===== src/rtl/rs_ctl_pkg.sv =====
package rs_ctl_pkg;

    localparam int SYM_W = 9;
    localparam int NPAR  = 8;

    typedef enum logic [2:0] {
        ST_COLLECT = 3'd0,
        ST_PAD     = 3'd1,
        ST_FIN     = 3'd2,
        ST_CHECK   = 3'd3,
        ST_DONE    = 3'd4
    } eng_state_e;

    // GF(2^SYM_W) multiply; poly_low holds the field polynomial minus x^SYM_W
    function automatic logic [SYM_W-1:0] gf_mul(input logic [SYM_W-1:0] a,
                                                input logic [SYM_W-1:0] b,
                                                input logic [SYM_W-1:0] poly_low);
        logic [SYM_W-1:0] acc;
        logic [SYM_W-1:0] x;
        acc = '0;
        x   = a;
        for (int i = 0; i < SYM_W; i++) begin
            if (b[i]) acc ^= x;
            x = x[SYM_W-1] ? ({x[SYM_W-2:0], 1'b0} ^ poly_low) : {x[SYM_W-2:0], 1'b0};
        end
        return acc;
    endfunction

    // generator polynomial with roots alpha^0 .. alpha^(NPAR-1), monic
    function automatic logic [NPAR:0][SYM_W-1:0] gen_poly(input logic [SYM_W-1:0] poly_low);
        logic [NPAR:0][SYM_W-1:0] g;
        logic [SYM_W-1:0]         root;
        g    = '0;
        g[0] = SYM_W'(1);
        root = SYM_W'(1);
        for (int i = 0; i < NPAR; i++) begin
            for (int j = NPAR; j > 0; j--)
                g[j] = g[j-1] ^ gf_mul(g[j], root, poly_low);
            g[0] = gf_mul(g[0], root, poly_low);
            root = gf_mul(root, SYM_W'(2), poly_low);
        end
        return g;
    endfunction

endpackage


===== src/rtl/rs_sym_packer.sv =====
module rs_sym_packer
    import rs_ctl_pkg::*;
#(
    parameter int BYTE_W = 8
) (
    input  logic              clk,
    input  logic              rst_n,
    input  logic              clr_i,
    input  logic              byte_vld_i,
    input  logic [BYTE_W-1:0] byte_i,
    input  logic              flush_i,
    output logic              sym_vld_o,
    output logic [SYM_W-1:0]  sym_o
);

    localparam int CNT_W = $clog2(SYM_W + BYTE_W + 1);
    localparam int MW    = 2 * SYM_W - 1;

    typedef struct packed {
        logic [SYM_W-2:0] acc;
        logic [CNT_W-1:0] cnt;
    } pk_t;

    pk_t q, d;
    logic [MW-1:0]    merged;
    logic [CNT_W-1:0] sum;

    always_comb begin
        d         = q;
        sym_vld_o = 1'b0;
        sym_o     = '0;
        merged    = MW'(q.acc) | (MW'(byte_i) << q.cnt);
        sum       = q.cnt + CNT_W'(BYTE_W);
        if (clr_i) begin
            d = '0;
        end else if (flush_i) begin
            sym_vld_o = (q.cnt != '0);
            sym_o     = SYM_W'(q.acc);
            d         = '0;
        end else if (byte_vld_i) begin
            if (sum >= CNT_W'(SYM_W)) begin
                sym_vld_o = 1'b1;
                sym_o     = merged[SYM_W-1:0];
                d.acc     = merged[SYM_W +: SYM_W-1];
                d.cnt     = sum - CNT_W'(SYM_W);
            end else begin
                d.acc = merged[SYM_W-2:0];
                d.cnt = sum;
            end
        end
    end

    always_ff @(posedge clk or negedge rst_n) begin
        if (!rst_n) q <= '0;
        else        q <= d;
    end

    // leftover bits never make a complete symbol
    assert_residual_lt_sym_R3: assert property (@(posedge clk) disable iff (!rst_n)
        q.cnt < CNT_W'(SYM_W));

endmodule


===== src/rtl/rs_par_lfsr.sv =====
module rs_par_lfsr
    import rs_ctl_pkg::*;
#(
    parameter logic [SYM_W-1:0] PRIM_LOW = 9'h011
) (
    input  logic                    clk,
    input  logic                    rst_n,
    input  logic                    clr_i,
    input  logic                    sym_vld_i,
    input  logic [SYM_W-1:0]        sym_i,
    output logic [NPAR*SYM_W-1:0]   par_o
);

    localparam logic [NPAR:0][SYM_W-1:0] GEN = gen_poly(PRIM_LOW);

    typedef struct packed {
        logic [NPAR-1:0][SYM_W-1:0] r;
    } lfsr_t;

    lfsr_t q, d;
    logic [SYM_W-1:0]           fb;
    logic [NPAR-1:0][SYM_W-1:0] prod;

    assign fb = sym_i ^ q.r[NPAR-1];

    for (genvar j = 0; j < NPAR; j++) begin : g_mul
        assign prod[j] = gf_mul(fb, GEN[j], PRIM_LOW);
    end

    always_comb begin
        d = q;
        if (clr_i) begin
            d.r = '0;
        end else if (sym_vld_i) begin
            d.r[0] = prod[0];
            for (int j = 1; j < NPAR; j++)
                d.r[j] = q.r[j-1] ^ prod[j];
        end
    end

    always_ff @(posedge clk or negedge rst_n) begin
        if (!rst_n) q <= '0;
        else        q <= d;
    end

    assign par_o = q.r;

    // a clear leaves an all-zero remainder
    assert_clr_empties_R6: assert property (@(posedge clk) disable iff (!rst_n)
        clr_i |=> (par_o == '0));

endmodule


===== src/rtl/rs_ecc_ctl.sv =====
module rs_ecc_ctl
    import rs_ctl_pkg::*;
#(
    parameter int               BLK_BYTES = 512,
    parameter logic [SYM_W-1:0] PRIM_LOW  = 9'h011,
    parameter int               ADDR_W    = 3
) (
    input  logic              clk,
    input  logic              rst_n,
    input  logic              reg_wr_i,
    input  logic [ADDR_W-1:0] reg_addr_i,
    input  logic [3:0]        reg_be_i,
    input  logic [31:0]       reg_wdata_i,
    output logic [31:0]       reg_rdata_o,
    input  logic              dat_vld_i,
    input  logic [7:0]        dat_i
);

    localparam int PAR_BITS  = NPAR * SYM_W;
    localparam int PAR_BYTES = (PAR_BITS + 7) / 8;
    localparam int BCNT_W    = $clog2(BLK_BYTES + 1);
    localparam int A_CTRL    = 0;
    localparam int A_STAT    = 1;
    localparam int A_PAR0    = 2;

    typedef struct packed {
        logic                       en;
        logic                       rs;
        logic                       enc;
        logic                       prdy;
        logic                       st_err;
        logic                       st_uncor;
        logic                       st_enc;
        logic                       st_dec;
        logic                       st_pad;
        logic [2:0]                 st_cnt;
        eng_state_e                 fsm;
        logic [BCNT_W-1:0]          bcnt;
        logic [PAR_BYTES-1:0][7:0]  par;
    } regs_t;

    regs_t q, d;

    logic                  soft_clr, dec_go, accept, pk_flush, ctrl_wr;
    logic                  pk_sym_vld;
    logic [SYM_W-1:0]      pk_sym;
    logic [PAR_BITS-1:0]   lfsr_par;
    logic [PAR_BYTES*8-1:0] par_ext;

    assign par_ext = (PAR_BYTES*8)'(lfsr_par);
    assign ctrl_wr = reg_wr_i && (reg_addr_i == ADDR_W'(A_CTRL)) && reg_be_i[0];
    assign accept  = dat_vld_i && q.en && q.rs && q.enc && (q.fsm == ST_COLLECT);

    always_comb begin
        d        = q;
        soft_clr = 1'b0;
        dec_go   = 1'b0;
        pk_flush = 1'b0;

        // status clear by a zero write; engine updates below take priority
        if (reg_wr_i && (reg_addr_i == ADDR_W'(A_STAT)) && (reg_wdata_i == 32'd0)) begin
            d.st_err   = 1'b0;
            d.st_uncor = 1'b0;
            d.st_enc   = 1'b0;
            d.st_dec   = 1'b0;
            d.st_pad   = 1'b0;
            d.st_cnt   = '0;
        end

        for (int k = 0; k < PAR_BYTES; k++) begin
            if (reg_wr_i && (reg_addr_i == ADDR_W'(A_PAR0 + k / 4)) && reg_be_i[k % 4])
                d.par[k] = reg_wdata_i[8*(k%4) +: 8];
        end

        if (ctrl_wr) begin
            d.en  = reg_wdata_i[0];
            d.rs  = reg_wdata_i[2];
            d.enc = reg_wdata_i[3];
            if (reg_wdata_i[1]) begin
                soft_clr = 1'b1;
                d.prdy   = 1'b0;
            end else begin
                d.prdy = reg_wdata_i[4];
                dec_go = reg_wdata_i[4] && reg_wdata_i[0] && reg_wdata_i[2] && !reg_wdata_i[3];
            end
        end

        if (soft_clr) begin
            d.fsm  = ST_COLLECT;
            d.bcnt = '0;
        end else begin
            unique case (q.fsm)
                ST_COLLECT: begin
                    if (dec_go) begin
                        d.fsm = ST_CHECK;
                    end else if (accept) begin
                        d.bcnt = q.bcnt + BCNT_W'(1);
                        if (q.bcnt == BCNT_W'(BLK_BYTES - 1)) d.fsm = ST_PAD;
                    end
                end
                ST_PAD: begin
                    pk_flush = 1'b1;
                    d.st_pad = 1'b1;
                    d.fsm    = ST_FIN;
                end
                ST_FIN: begin
                    d.par    = par_ext;
                    d.st_enc = 1'b1;
                    d.fsm    = ST_DONE;
                end
                ST_CHECK: begin
                    d.st_dec   = 1'b1;
                    d.st_err   = 1'b0;
                    d.st_uncor = 1'b0;
                    d.st_cnt   = '0;
                    d.fsm      = ST_DONE;
                end
                default: d.fsm = ST_DONE;
            endcase
        end
    end

    always_ff @(posedge clk or negedge rst_n) begin
        if (!rst_n) q <= '0;
        else        q <= d;
    end

    always_comb begin
        reg_rdata_o = '0;
        if (reg_addr_i == ADDR_W'(A_CTRL))
            reg_rdata_o = {27'd0, q.prdy, q.enc, q.rs, 1'b0, q.en};
        else if (reg_addr_i == ADDR_W'(A_STAT))
            reg_rdata_o = {q.st_cnt, 24'd0, q.st_pad, q.st_dec, q.st_enc, q.st_uncor, q.st_err};
        for (int k = 0; k < PAR_BYTES; k++) begin
            if (reg_addr_i == ADDR_W'(A_PAR0 + k / 4))
                reg_rdata_o[8*(k%4) +: 8] = q.par[k];
        end
    end

    rs_sym_packer #(.BYTE_W(8)) u_packer (
        .clk        (clk),
        .rst_n      (rst_n),
        .clr_i      (soft_clr),
        .byte_vld_i (accept && !soft_clr),
        .byte_i     (dat_i),
        .flush_i    (pk_flush),
        .sym_vld_o  (pk_sym_vld),
        .sym_o      (pk_sym)
    );

    rs_par_lfsr #(.PRIM_LOW(PRIM_LOW)) u_lfsr (
        .clk       (clk),
        .rst_n     (rst_n),
        .clr_i     (soft_clr),
        .sym_vld_i (pk_sym_vld),
        .sym_i     (pk_sym),
        .par_o     (lfsr_par)
    );

    // encode done never appears without padding done in the cycle before
    assert_pad_then_enc_R4: assert property (@(posedge clk) disable iff (!rst_n)
        $rose(q.st_enc) |-> $past(q.st_pad));

    // byte count never passes one block
    assert_bcnt_bound_R4: assert property (@(posedge clk) disable iff (!rst_n)
        q.bcnt <= BCNT_W'(BLK_BYTES));

    // a symbol from the data path only while the encoder is armed
    assert_accept_gated_R5: assert property (@(posedge clk) disable iff (!rst_n)
        (pk_sym_vld && !pk_flush) |-> (q.en && q.rs && q.enc));

    // decode done follows the check state
    assert_dec_after_check_R9: assert property (@(posedge clk) disable iff (!rst_n)
        $rose(q.st_dec) |-> $past(q.fsm == ST_CHECK));

endmodule


===== config.mk =====
export PLATFORM = sky130hd
export DESIGN_NAME = rs_ecc_ctl
export DESIGN_NICKNAME = d
export VERILOG_FILES = /design/src/rtl/rs_ctl_pkg.sv /design/src/rtl/rs_sym_packer.sv /design/src/rtl/rs_par_lfsr.sv /design/src/rtl/rs_ecc_ctl.sv
export SDC_FILE = /design/constraint.sdc
export NUM_CORES = 1
export LEC_CHECK = 0
export BUFFER_PORTS_ARGS = -buffer_cell sky130_fd_sc_hd__buf_2
export CELL_PAD_IN_SITES_DETAIL_PLACEMENT = 1
export CELL_PAD_IN_SITES_GLOBAL_PLACEMENT = 1
export CORE_MARGIN = 10
export CORE_UTILIZATION = 48
export DETAILED_ROUTE_END_ITERATION = 16
export PLACE_DENSITY = 0.85
export SKIP_CTS_REPAIR_TIMING = 1
export SLEW_MARGIN = 20
export SYNTH_ARGS = -nofsm -noshare
export SYNTH_HDL_FRONTEND = slang
export SYNTH_SLANG_ARGS = --single-unit

===== constraint.sdc =====
create_clock -name clk -period 4.55 [get_ports clk]
set_input_delay 0.455 -clock clk [delete_from_list [all_inputs] [get_ports clk]]
set_output_delay 0.455 -clock clk [all_outputs]
set_load 0.1 [all_outputs]

==> results of run 1 <==
==> power breakdown <==
group	total, mW	internal (mW)	switching, mW
clock	1.56	0.792	0.766
combinational	4.50	1.96	2.54
sequential	2.46	1.98	0.481
==> flip-flops by register name (all words and copies together) (netlist names) <==
signal,cells
q,97
u_lfsr.par_o,72
u_packer.q,13
==> worst max path at each step <==
stage	endpoint	from	slack [ps]
after global placement	u_lfsr.par_o[67]	u_packer.q[4]	700
final	u_lfsr.par_o[64]	u_packer.q[3]	160
after CTS	u_lfsr.par_o[64]	u_packer.q[3]	320
after floorplan	reg_rdata_o[1]	reg_addr_i[0]	610
after global routing	u_lfsr.par_o[64]	u_packer.q[3]	7
after detailed placement	u_lfsr.par_o[64]	u_packer.q[3]	450
==> layer usage <==
layer  routed length [um]  share of wire
met4                 2480          0.060
met1                16100           0.39
met5                    8        0.00019
met3                 3130          0.075
met2                19900           0.48
==> through the flow <==
step                power (mW)  utilization  hold slack (ps)  instance area, sq um  setup WS [ps]
finish                    8.52        0.558             45.5                 12700            162
global route              8.80        0.558              108                 12700           6.62
CTS                       8.42        0.558             84.7                 12700            319
detailed placement        6.66        0.531              479                 12100            454
global placement          6.38        0.531              460                 12100            697
floorplan                 5.42            -              159                 11200            613
==> cells in the mapped netlist (all sizes together), types with 6 or more instances <==
cell type,instances,area (sq um)
a31oi,7,43.8
nor4,10,77.6
mux2,12,135
mux4,8,180
clkbuf,53,199
and2,6,37.5
a22oi,6,45.0
xor3,10,238
nand4,7,43.8
inv,23,86.3
o21ai,163,816
nor3,16,80.1
o211ai,13,103
xnor2,73,654
xnor3,27,608
a22o,35,307
nor2,41,156
buf,17,76.3
nand3,20,100
mux2i,82,821
xor2,56,536
and3,8,50.1
nand2,166,623
dfrtp,182,4550
a21oi,19,95.1
==> kinds of logic (layout without fill, tap and decap cells) <==
| group | Yosys count | after routing | synth area share |
|---|---|---|---|
| simple gates | 297 | 297 | 0.119 |
| compound gates | 278 | 278 | 0.155 |
| flops | 182 | 182 | 0.405 |
| xor+xnor | 166 | 166 | 0.181 |
| mux | 102 | 102 | 0.101 |
| buf+inv | 94 | 179 | 0.0325 |
| fa+ha+maj | 5 | 5 | 0.00557 |
| other cells | 0 | 1 | 0 |
==> cell type report <==
cell class              count  share of cell area
repair buffers            123              0.0598
clock buffers              17              0.0334
diodes                      1            0.000196
clock inverters            15              0.0145
well taps                 313              0.0307
flip-flops and latches    182               0.357
multi-input cells         848               0.497
inverters                  24             0.00707
==> cells in the final DEF (no fill, tap or decap), types with 20 or more instances in the layout <==
cell,count
a22o_1,35
buf_2,81
buf_4,38
dfrtp_1,182
inv_1,23
mux2i_1,82
nand2_1,166
nand3_1,20
nor2_1,38
o21ai_0,152
xnor2_1,71
xnor3_1,27
xor2_1,50
==> results_dict.tcl, run 1 <==
set metrics [dict create \
    reg2reg_to "u_lfsr.par_o[64]" \
    yosys_warnings 0 \
    cts_root_buffer "clkbuf_16" \
    setup_viol 0 \
    hpwlAfterDp_um 28400 \
    irDropWorstVdd_mv 0.332 \
    multi_input_area_sq_um 6340 \
    drt-pass1-iter-count 6 \
    fillers 2567 \
    r2r_start "u_packer.q[3]" \
    clock.fmax_mhz 228 \
    p_leak_nw 5.44 \
    cts.path.max_buffers 2 \
    io_pins 83 \
    wirelength_um 41600 \
    die_y_um 173 \
    yosysUniqueCellTypes 64 \
    reg2reg_slack_ps 160 \
    path_clk_slew_ps 80 \
    critPathTopFamily "XOR/XNOR gates" \
    clock-sinks 182 \
    max-slew-margin-rel 0.330 \
    globalRouteTotalUtil 0.271 \
    period_needed_ps 4390 \
    path_cells "clkinv_1 > ha_1 > or3_1 > a31oi_1 > o211ai_2 > xor3_1 > xnor2_1 > xnor3_1 > o21ai_0" \
    path_buf_inv 1 \
    synth_cells 1124 \
    nets 1252 \
    synth_edf_count 0 \
    regArea_sq_um 4550 \
    post_drt_wl_per_cell_um 27.3 \
    grt_use_met2 0.443 \
    initial_core_util 0.492 \
    path_max_fanout 17 \
    worst-path-stages 9 \
    fp.dieW_um 173 \
    cts_tree "yes" \
    met1_usage 0.329 \
    grt_max_degree 107 \
    numCtsBuffers 17 \
    final-hold-violation-count 0 \
    areaGrowthSynthToFinish_pct 13.5 \
    fin_crit_sh 0.964 \
    grt_pass1_vias 10400 \
    fin_cells 1523 \
    core_sq_um 22800 \
    portBuffers 82 \
    antenna_found_initial 2 \
    crit_type "reg -> reg" \
    critPathMaxStageDelay_ps 700 \
    gr-usage-met3 0.0488 \
    vias_per_cell 6.41 \
    dieArea_sq_um 29900 \
    syn_avg_cell_area_sq_um 10.0 \
    final.setup.tns_ps 0 \
    worst_pin_slew_ps 1000 \
    clock_skew_ps 10.3 \
    grt_pass1_wl_um 64000 \
    cp-end-kind "register" \
    drv_slew 0 \
    maxCapViolCount 0 \
    synth_ff_type "dfrtp_1" \
    synth_area_sq_um 11200 \
    htree_levels 4 \
    rows 55 \
    cp_slowest_cell "o211ai_2" \
    ys_ff_latch 182 \
    outcome "complete, no violations" \
    vias 9768 \
    drive_above_1_share 0.159 \
    ant_nets 0 \
    crit_arrival_ps 4740 \
    drc 0 \
    hp-class "in -> async" \
    ff2ff_path_depth 9 \
    grt_busiest_layer "met2" \
    async_flop_share 1.00 \
    drt_iter0_drc 1031 \
    critPathRequiredTime_ps 4900 \
    clk_latency_ps 440 \
    syn-num-nets 1180 \
    start_kind "register" \
    dp.cells 1490 \
    powerDensity_nw_per_um2 668 \
    grt.overflow.total 0 \
    ys_seq_area_frac 0.405 \
    gp_congestion 0.945 \
    grt_setup_unrepaired "false" \
]
(Power assumes the default switching activity.)
==> run 2: changes to the inputs <==
--- a/config.mk
+++ b/config.mk
@@ -11,6 +11,7 @@
 export CORE_MARGIN = 10
 export CORE_UTILIZATION = 48
 export DETAILED_ROUTE_END_ITERATION = 16
+export GPL_TIMING_DRIVEN = 0
 export PLACE_DENSITY = 0.85
 export SKIP_CTS_REPAIR_TIMING = 1
 export SLEW_MARGIN = 20
==> constraint.sdc (replaced) <==
create_clock -name clk -period 4.55 [get_ports clk]
set_input_delay 0.6825 -clock clk [delete_from_list [all_inputs] [get_ports clk]]
set_output_delay 0.6825 -clock clk [all_outputs]
set_load 0.1 [all_outputs]
==> run 2 against run 1 <==
Compared with the run above: power fell by 1.2%; first-iteration DRC count fell by 12%; worst setup slack got worse by 38 ps; wire length rose by 0.84%; die area did not move; fmax fell by 0.85%; register-to-register slack got worse by 40 ps; clock-buffer cell count rose by 1; flip-flop and latch count did not move; largest power group unchanged.
==> results_dict.tcl, run 2 (same netlist as run 1, synthesis figures left out) <==
set metrics [dict create \
    outcome "complete, no violations" \
    ff2ff_path_depth 12 \
    path_clk_slew_ps 80 \
    rows 55 \
    cp-end-kind "register" \
    io_pins 83 \
    largest-register "q" \
    hpwlAfterDp_um 29800 \
    initial_core_util 0.492 \
    setup_viol 0 \
    place_area_sq_um 12100 \
    fin_crit_sh 0.973 \
    hp-class "in -> async" \
    clk_latency_ps 450 \
    p_leak_nw 5.40 \
    grt_setup_unrepaired "true" \
    fp.dieW_um 173 \
    ant_nets 0 \
    powerDensity_nw_per_um2 657 \
    grt_pass1_vias 10600 \
    vias 9931 \
    nets 1287 \
    antenna_found_initial 1 \
    fin_area_sq_um 12800 \
    path_max_fanout 10 \
    cts_root_buffer "clkbuf_16" \
    period_needed_ps 4430 \
    post_drt_wl_per_cell_um 26.9 \
    portBuffers 81 \
    crit_arrival_ps 4760 \
    largest_reg_flops 97 \
    die_y_um 173 \
    clock_skew_ps 13.2 \
    globalRouteTotalUtil 0.270 \
    core_sq_um 22800 \
    reg2reg_to "u_lfsr.par_o[67]" \
    crit_type "reg -> reg" \
    drt_iter0_drc 905 \
    numCtsBuffers 17 \
    mostFrequentLayoutCells "dfrtp_1 (181), nand2_1 (166), o21ai_0 (152), buf_2 (86), mux2i_1 (82)" \
    maxCapViolCount 0 \
    final_common_cell "dfrtp_1" \
    drt-pass1-iter-count 6 \
    critPathRequiredTime_ps 4880 \
    start_kind "register" \
    drive_above_1_share 0.141 \
    irDropWorstVdd_mv 0.323 \
    areaGrowthSynthToFinish_pct 14.0 \
    cts.path.max_buffers 2 \
    hold-worst-slack_ps 229 \
    htree_levels 4 \
    max-slew-margin-rel 0.234 \
    final-hold-violation-count 0 \
    clock-sinks 182 \
    drc 0 \
    worst_pin_slew_ps 1150 \
    grt_max_degree 93 \
    vias_per_cell 6.37 \
    grt.overflow.total 0 \
    gp_congestion 0.946 \
    wirelength_um 42000 \
    dieArea_sq_um 29900 \
    grt_pass1_wl_um 63900 \
    r2r_start "u_packer.q[3]" \
    clock.fmax_mhz 226 \
    cts_tree "yes" \
    drv_slew 0 \
    reg2reg_slack_ps 120 \
]
[run 2: cell count changes in the layout (fill, tap and decap cells not counted), sizes merged]
cell,change
inv,+1
clkinv,-2
buf,-17
bufinv,-1
clkinvlp,+1
clkbuf,+53
[run 2: how the worst max path moves through the flow]
stage             startpoint          endpoint
6_report       u_packer.q[3]  u_lfsr.par_o[67]
5_1_grt        u_packer.q[1]  u_lfsr.par_o[67]
4_1_cts        u_packer.q[3]  u_lfsr.par_o[55]
3_5_place_dp   u_packer.q[3]  u_lfsr.par_o[64]
3_3_place_gp   u_packer.q[3]  u_lfsr.par_o[67]
2_1_floorplan  reg_addr_i[0]    reg_rdata_o[1]
[run 2: power by group]
part / internal (mW) / switching (mW)
sequential: 1.98 / 0.430
clock: 0.743 / 0.752
combinational: 1.97 / 2.54
[run 2: area by class of cell]
type	instances	area, sq um
Fill cell	2578	10000
Multi-Input combinational cell	848	6400
Sequential cell	182	4560
Timing Repair Buffer	90	515
Clock buffer	18	439
Tap cell	313	392
Buffer	68	270
Clock inverter	14	139
Inverter	24	93.8
Antenna cell	1	2.50
[run 2: stage by stage]
step	TNS, ps	setup slack, ps	total power [mW]	instances	util
CTS	-5420	-368	8.19	1552	0.554
detailed placement	-2440	-282	6.58	1520	0.529
global placement	-30390	-203	6.35	1518	0.527
global route	-7.37	-7.37	8.71	1558	0.561
finish	0	124	8.42	1558	0.561
floorplan	0	158	5.42	1124	-
[run 2: routing by layer]
metal  up-vias  part of all wire  global-route usage
li1       4197                 -                   -
met1      5108              0.39               0.325
met2       501              0.49               0.447
met3       125             0.073              0.0514
met4         0             0.049               0.154
met5         -                 0                   0
[run 2: critical path: stages (launching register included)]
cell and delay, ps:
dfrtp_2 520, clkinvlp_4 250, ha_1 450, or3_1 400
clkbuf_1 210, buf_2 240, a31oi_1 150, o2bb2ai_1 120
buf_2 380, xor2_2 460, xor2_2 430, xnor3_1 480
a22o_1 220
